## src/rtl/pword_pkg.sv

```systemverilog
package pword_pkg;

  localparam int WORD_W = 9;
  localparam int SYNC_W = 2;

  typedef enum logic [1:0] {
    OP_HOLD  = 2'd0,
    OP_LOAD  = 2'd1,
    OP_SHIFT = 2'd2
  } op_e;

endpackage

```

## src/rtl/pword_edge_det.sv

```systemverilog
module pword_edge_det #(
  parameter int SYNC_STAGES = 2
) (
  input  logic clk,
  input  logic clr,
  input  logic trig,
  output logic rise
);

  localparam int TOP = SYNC_STAGES - 1;

  logic [SYNC_STAGES-1:0] sync_q;
  logic                   prev_q;

  always_ff @(posedge clk or posedge clr) begin
    if (clr) begin
      sync_q <= '0;
      prev_q <= 1'b0;
    end else begin
      sync_q <= (sync_q << 1) | SYNC_STAGES'(trig);
      prev_q <= sync_q[TOP];
    end
  end

  assign rise = sync_q[TOP] & ~prev_q;

  AST_RISE_SINGLE: assert property (@(posedge clk) disable iff (clr)
    rise |=> !rise);

endmodule

```

## src/rtl/pword_core.sv

```systemverilog
module pword_core
  import pword_pkg::*;
#(
  parameter int WIDTH = WORD_W
) (
  input  logic             clk,
  input  logic             clr,
  input  logic             fire,
  input  logic             mode_shift,
  input  logic             ser_in,
  input  logic [WIDTH-1:0] par_in,
  output logic [WIDTH-1:0] word_q
);

  op_e              op;
  logic [WIDTH-1:0] word_d;

  always_comb begin
    if (!fire)          op = OP_HOLD;
    else if (mode_shift) op = OP_SHIFT;
    else                op = OP_LOAD;
  end

  always_comb begin
    unique case (op)
      OP_LOAD:  word_d = par_in;
      OP_SHIFT: word_d = {word_q[WIDTH-2:0], ser_in};
      default:  word_d = word_q;
    endcase
  end

  always_ff @(posedge clk or posedge clr) begin
    if (clr) word_q <= '0;
    else     word_q <= word_d;
  end

  AST_HOLD_IDLE: assert property (@(posedge clk) disable iff (clr)
    !fire |=> $stable(word_q));

  AST_LOAD_WORD: assert property (@(posedge clk) disable iff (clr)
    (fire && !mode_shift) |=> (word_q == $past(par_in)));

  AST_SHIFT_UP: assert property (@(posedge clk) disable iff (clr)
    (fire && mode_shift) |=> (word_q == {$past(word_q[WIDTH-2:0]), $past(ser_in)}));

endmodule

```

## src/rtl/pword_parity.sv

```systemverilog
module pword_parity #(
  parameter int WIDTH = 9
) (
  input  logic [WIDTH-1:0] word,
  output logic             odd
);

  logic [WIDTH:0] chain;

  assign chain[0] = 1'b0;

  for (genvar i = 0; i < WIDTH; i++) begin : g_xor
    assign chain[i+1] = chain[i] ^ word[i];
  end

  assign odd = chain[WIDTH];

endmodule

```

## src/rtl/pword_shift_reg.sv

```systemverilog
module pword_shift_reg
  import pword_pkg::*;
#(
  parameter int WIDTH       = WORD_W,
  parameter int SYNC_STAGES = SYNC_W
) (
  input  logic             sys_clk,
  input  logic             master_clr,
  input  logic             trig_a,
  input  logic             trig_b,
  input  logic             mode_shift,
  input  logic             ser_in,
  input  logic [WIDTH-1:0] par_in,
  output logic [WIDTH-1:0] word_out,
  output logic             parity_odd
);

  localparam int NUM_TRIG = 2;

  logic [NUM_TRIG-1:0] trig_vec;
  logic [NUM_TRIG-1:0] rise_vec;
  logic                fire;

  assign trig_vec = {trig_b, trig_a};

  for (genvar t = 0; t < NUM_TRIG; t++) begin : g_trig
    pword_edge_det #(
      .SYNC_STAGES(SYNC_STAGES)
    ) u_edge (
      .clk  (sys_clk),
      .clr  (master_clr),
      .trig (trig_vec[t]),
      .rise (rise_vec[t])
    );
  end

  assign fire = |rise_vec;

  pword_core #(
    .WIDTH(WIDTH)
  ) u_core (
    .clk        (sys_clk),
    .clr        (master_clr),
    .fire       (fire),
    .mode_shift (mode_shift),
    .ser_in     (ser_in),
    .par_in     (par_in),
    .word_q     (word_out)
  );

  pword_parity #(
    .WIDTH(WIDTH)
  ) u_parity (
    .word (word_out),
    .odd  (parity_odd)
  );

  AST_ZERO_AFTER_CLR: assert property (@(posedge sys_clk) disable iff (master_clr)
    $past(master_clr) |-> (word_out == '0));

  AST_BOTH_ONE_OP: assert property (@(posedge sys_clk) disable iff (master_clr)
    (&rise_vec && mode_shift && !ser_in) |=> (word_out[0] == 1'b0));

endmodule

```

## config.mk

```make
export PLATFORM = sky130hd
export DESIGN_NAME = pword_shift_reg
export DESIGN_NICKNAME = d
export VERILOG_FILES = /design/src/rtl/pword_pkg.sv /design/src/rtl/pword_edge_det.sv /design/src/rtl/pword_core.sv /design/src/rtl/pword_parity.sv /design/src/rtl/pword_shift_reg.sv
export SDC_FILE = /design/constraint.sdc
export NUM_CORES = 1
export LEC_CHECK = 0
export ABC_AREA = 1
export BUFFER_PORTS_ARGS = -buffer_cell sky130_fd_sc_hd__buf_4
export CAP_MARGIN = 20
export CORE_MARGIN = 1.5
export CORE_UTILIZATION = 45
export CTS_CLUSTER_DIAMETER = 80
export DETAILED_ROUTE_END_ITERATION = 8
export HOLD_SLACK_MARGIN = 0.05
export PLACE_DENSITY = 0.85
export SYNTH_ARGS = -nofsm -noshare
export SYNTH_HDL_FRONTEND = slang
export SYNTH_HIERARCHICAL = 1
export SYNTH_SLANG_ARGS = --single-unit
```

## constraint.sdc

```tcl
create_clock -name sys_clk -period 1.2 [get_ports sys_clk]
set_input_delay 0.24 -clock sys_clk [delete_from_list [all_inputs] [get_ports sys_clk]]
set_output_delay 0.24 -clock sys_clk [all_outputs]
set_load 0.05 [all_outputs]
```

-- Yosys cells after proc, flatten, opt, wreduce, memory -nomap -nowiden
Index checks and enable logic that the tools add are counted.
- equal/unequal tests: 2
- multiplexer cells: 3
- bitwise operators: 14
- reduce and logical (&&, ||, !) cells: 2
- operators with widths (cell ; count):
    9-bit case mux with 2 select lines ; 1
    1-bit bitwise XOR ; 8
    2-bit 2-to-1 mux ; 2
    2-bit by 1-bit OR with 2-bit output ; 2
    1-bit bitwise AND ; 2
    2-bit by 1-bit equality test with 1-bit output (second input constant) ; 1
    2-bit equality test (second input constant) ; 1
    1-bit inverter ; 2
    2-bit nonzero test ; 1
    2-bit OR reduction ; 1
- bits in registers: 15
- input bits: 15
- logic and storage cells: 26

-- Longest topological paths before layout
- depth after elaboration: 8
- mapped depth: 9

-- Hierarchy
The synthesis kept the hierarchy.
- by module, submodules not included (module ; instances ; cells an instance ; area each (µm²) ; seq. area each (µm²)):
    pword_core ; 1 ; 77 ; 511.7 ; 225.2
    pword_edge_det ; 2 ; 6 ; 88.8 ; 75.1
    pword_parity ; 1 ; 38 ; 171.4 ; 0.0
    pword_shift_reg ; 1 ; 3 ; 11.3 ; 0.0

-- Least setup slack after synthesis
Ideal clock, no wire load.
- kind: register to output
- from: reg u_core.word_q[5]
- to: out parity_odd
- arrival time: 1.523 ns
- required time: 0.960 ns
- slack: -0.563 ns
- cell stages (with the launch flop): 9
- path through: dfrtp_1 -> inv_1 -> nand2_1 -> nand3_1 -> nand2_1 -> nand3_1 -> nand2_1 -> nand2_1 -> nand2_1
- cells in the longest elaborated chain, start to end: 4
- RTL lines (item ; RTL line ; text):
    from (decl) ; pword_core.sv:12 ; output logic [WIDTH-1:0] word_q
    from (signal assigned) ; pword_core.sv:34 ; else word_q <= word_d;
    1-bit bitwise XOR (4 in a row) ; pword_parity.sv:13 ; assign chain[i+1] = chain[i] ^ word[i];
    to (decl) ; pword_shift_reg.sv:15 ; output logic parity_odd
Every way passes these cells.

-- Worst setup path after layout
- from: reg u_core.word_q[0]
- to: out parity_odd
- cells in the longest elaborated chain, start to end: 8
- RTL lines (item ; RTL line):
    1-bit bitwise XOR (8 in a row) ; pword_parity.sv:13
Every way passes these cells.

==> flow_summary.toml <==
[status]
status = "finished with violations"
violations = "negative setup slack"

[sta]
fin_crit_sh = 1.533
hold_violations = 0
setup_viol = 6
finalCriticalPeriod_ps = 1839
finalMaxSlewViolations = 0
max_slew.worst_pin.slew_ps = 376.7
rsz0062_at_grt = "yes"
finalClockSkew_ps = 3.376
slew_headroom = 0.7486
whs_ps = 68.26
fmax_mhz = 543.7
worst_slack_ps = -639.2

[floorplanning]
boundaryPins = 25
rows = 15
die-area_um2 = 2211
design.core.area_um2 = 1764
die_x_um = 47.02
die_y_um = 47.02
initial_utilization = 0.4943

[logic_synthesis]
synthesis.nets = 145
synth_top_area_frac = 0.4304
syn_area_um2 = 872.1
synthCells = 130
synth_top_cell_by_area = "dfrtp_1"
ys_warn_count = 6
postSynthAreaPerCell_um2 = 6.708
synth.distinct_cells = 10
synth.ff_latch_count = 15
seq_area_frac_synth = 0.4304
synth.area.top_cells = "dfrtp_1 43%, nand2_1 24%, inv_1 12%, nand3_1 7.5%, inv_2 3.4%"

[critical_path]
path_delay_family = "simple AND/OR/NAND/NOR gates"
crit_chain = "nand2_2 -> inv_1 -> nor2_1 -> nand2_1 -> nand2_1 -> nand2_2 -> nand2_2 -> nand2_2 -> nand2_4 -> buf_8"
crit_top_cell = "nand2_2"
worstSetupStartpointType = "flop"
crit_arrival_ps = 1600
cp-end-kind = "output port"
slowest_stage = "dfrtp_2"
cp.required_ps = 960
crit_buf_inv = 2
path_max_fanout = 5
slowest_delay_ps = 450
critPathKind = "flop to output port"
r2r_cells = 7
critical_path_depth = 10

[detailed_routing]
drc = 0
drt-initial-drc-count = 16
vias = 872
drtPass1Iterations = 4
post_drt_wl_per_cell_um = 11.27
wl_um = 2242
drt-vias-per-instance = 4.382
ant_nets = 0

[job]
max_cap_violations = 0

[cts]
clock_latency_ps = 270
path_clk_slew_ps = 90
htreeDepth = 1
numClockSinks = 15
clockBufferDepth = 2
cts-root-buf = "clkbuf_4"
cts_tree = "done"
cts_buffers = 3

[placement]
placed_area_um2 = 1164
portBuffers = 24
gp_congestion = 0.7349
pre_cts_slack_ps = -251.2
dp_hpwl_um = 1503

[cells_and_area]
layout-drive-gt1-share = 0.4253
fill_cells = 142
finalInstanceArea_um2 = 1319
fin_nets = 190
antenna_cells = 0
area_growth_pct = 51.22

[global_routing]
grt_use_met1 = 0.2200
use_met3 = 0.02308
grt-busiest-layer = "met2"
grtUsageTotal = 0.2129
grt_max_degree = 11
grt_pass1_wl_um = 3201
antenna_found_initial = 0
grt_pass1_vias = 800
overflow = 0
grt.met2_usage = 0.4274

[hold_path]
hold_class = "primary input to flop"
hold_depth = 1

[power]
peakVddDrop_v = 0.0009362
power_density_nw_per_um2 = 1513
p_leak_nw = 0.7902
Yosys cell counts:
| cell type | instances |
|---|---|
| buf_6 | 2 |
| dfrtp_1 | 15 |
| inv_1 | 29 |
| inv_2 | 8 |
| inv_6 | 1 |
| nand2_1 | 55 |
| nand3_1 | 13 |
| nor2_1 | 4 |
| nor2_2 | 2 |
| xor2_4 | 1 |
through the flow:
| stage | instances | total power [mW] | utilization | setup TNS (ps) |
|---|---|---|---|---|
| after global routing | 199 | 2.097 | 0.7475 | -1219 |
| after global placement | 188 | 1.474 | 0.6596 | -180.8 |
| after detailed placement | 188 | 1.508 | 0.6596 | -251.2 |
| after floorplan | 130 | 1.215 | - | -226.7 |
| after CTS | 196 | 1.922 | 0.7255 | -829.6 |
| final | 199 | 1.995 | 0.7475 | -1038 |
placed cells by master (no fill, tap or decap), drive strengths merged:
master       instances
nand3               13
nand2               55
clkbuf               4
dfrtp               15
inv                 38
buf                 41
dlygate4sd3          1
nor2                 6
xor2                 1
metal layers:
layer	wire length (um)	up-vias
met5	0	-
met4	18	0
li1	-	453
met2	1289	21
met1	876	396
met3	58	2
final timing paths:
kind	slack [ps]	from	to
worst max-delay path	-640	u_core/word_q[0]	parity_odd
worst min-delay path	70	trig_a	g_trig[0].u_edge/sync_q[0]
worst max register to register	30	u_core/word_q[6]	u_core/word_q[7]
worst min register to register	360	g_trig[1].u_edge/sync_q[0]	g_trig[1].u_edge/sync_q[1]
max in group asynchronous	410	master_clr	u_core/word_q[5]
min in group asynchronous	390	master_clr	g_trig[0].u_edge/sync_q[0]
power breakdown:
group,switching [mW],internal [mW]
logic,0.612,0.452
clock network,0.153,0.129
registers,0.0755,0.574
state kept, by name, indices dropped and copies added, names as in the netlist:
name / flops
g_trig.u_edge/sync_q: 4
u_core/word_q: 9
g_trig.u_edge/prev_q: 2
area by class of cell:
cell class / count / area [um^2] / share of cell area
well taps: 25 / 31.28 / 0.02372
inverters: 38 / 147.6 / 0.1120
repair buffers: 42 / 377.9 / 0.2865
clock buffers: 4 / 26.28 / 0.01992
flip-flops and latches: 15 / 386.6 / 0.2932
multi-input cells: 75 / 349.1 / 0.2647
cell families (layout without fill, tap and decap cells):
kind of cell	after synthesis	after routing	share of synthesized area
DFF	15	15	0.4304
xor gates and xnor gates	1	1	0.03157
and+or+nand+nor	74	74	0.3429
buffers and inverters	40	84	0.1951
timing repair:
action / in CTS / in global routing
endpoints found under the setup margin: 5 / 6
setup buffers: 4 / 3
pin swaps: 4 / 0
hold endpoints to repair: 15 / 0
hold buffers: 1 / 0
resized for setup: 18 / 6
Note: power is estimated with default switching activity, not from simulation.
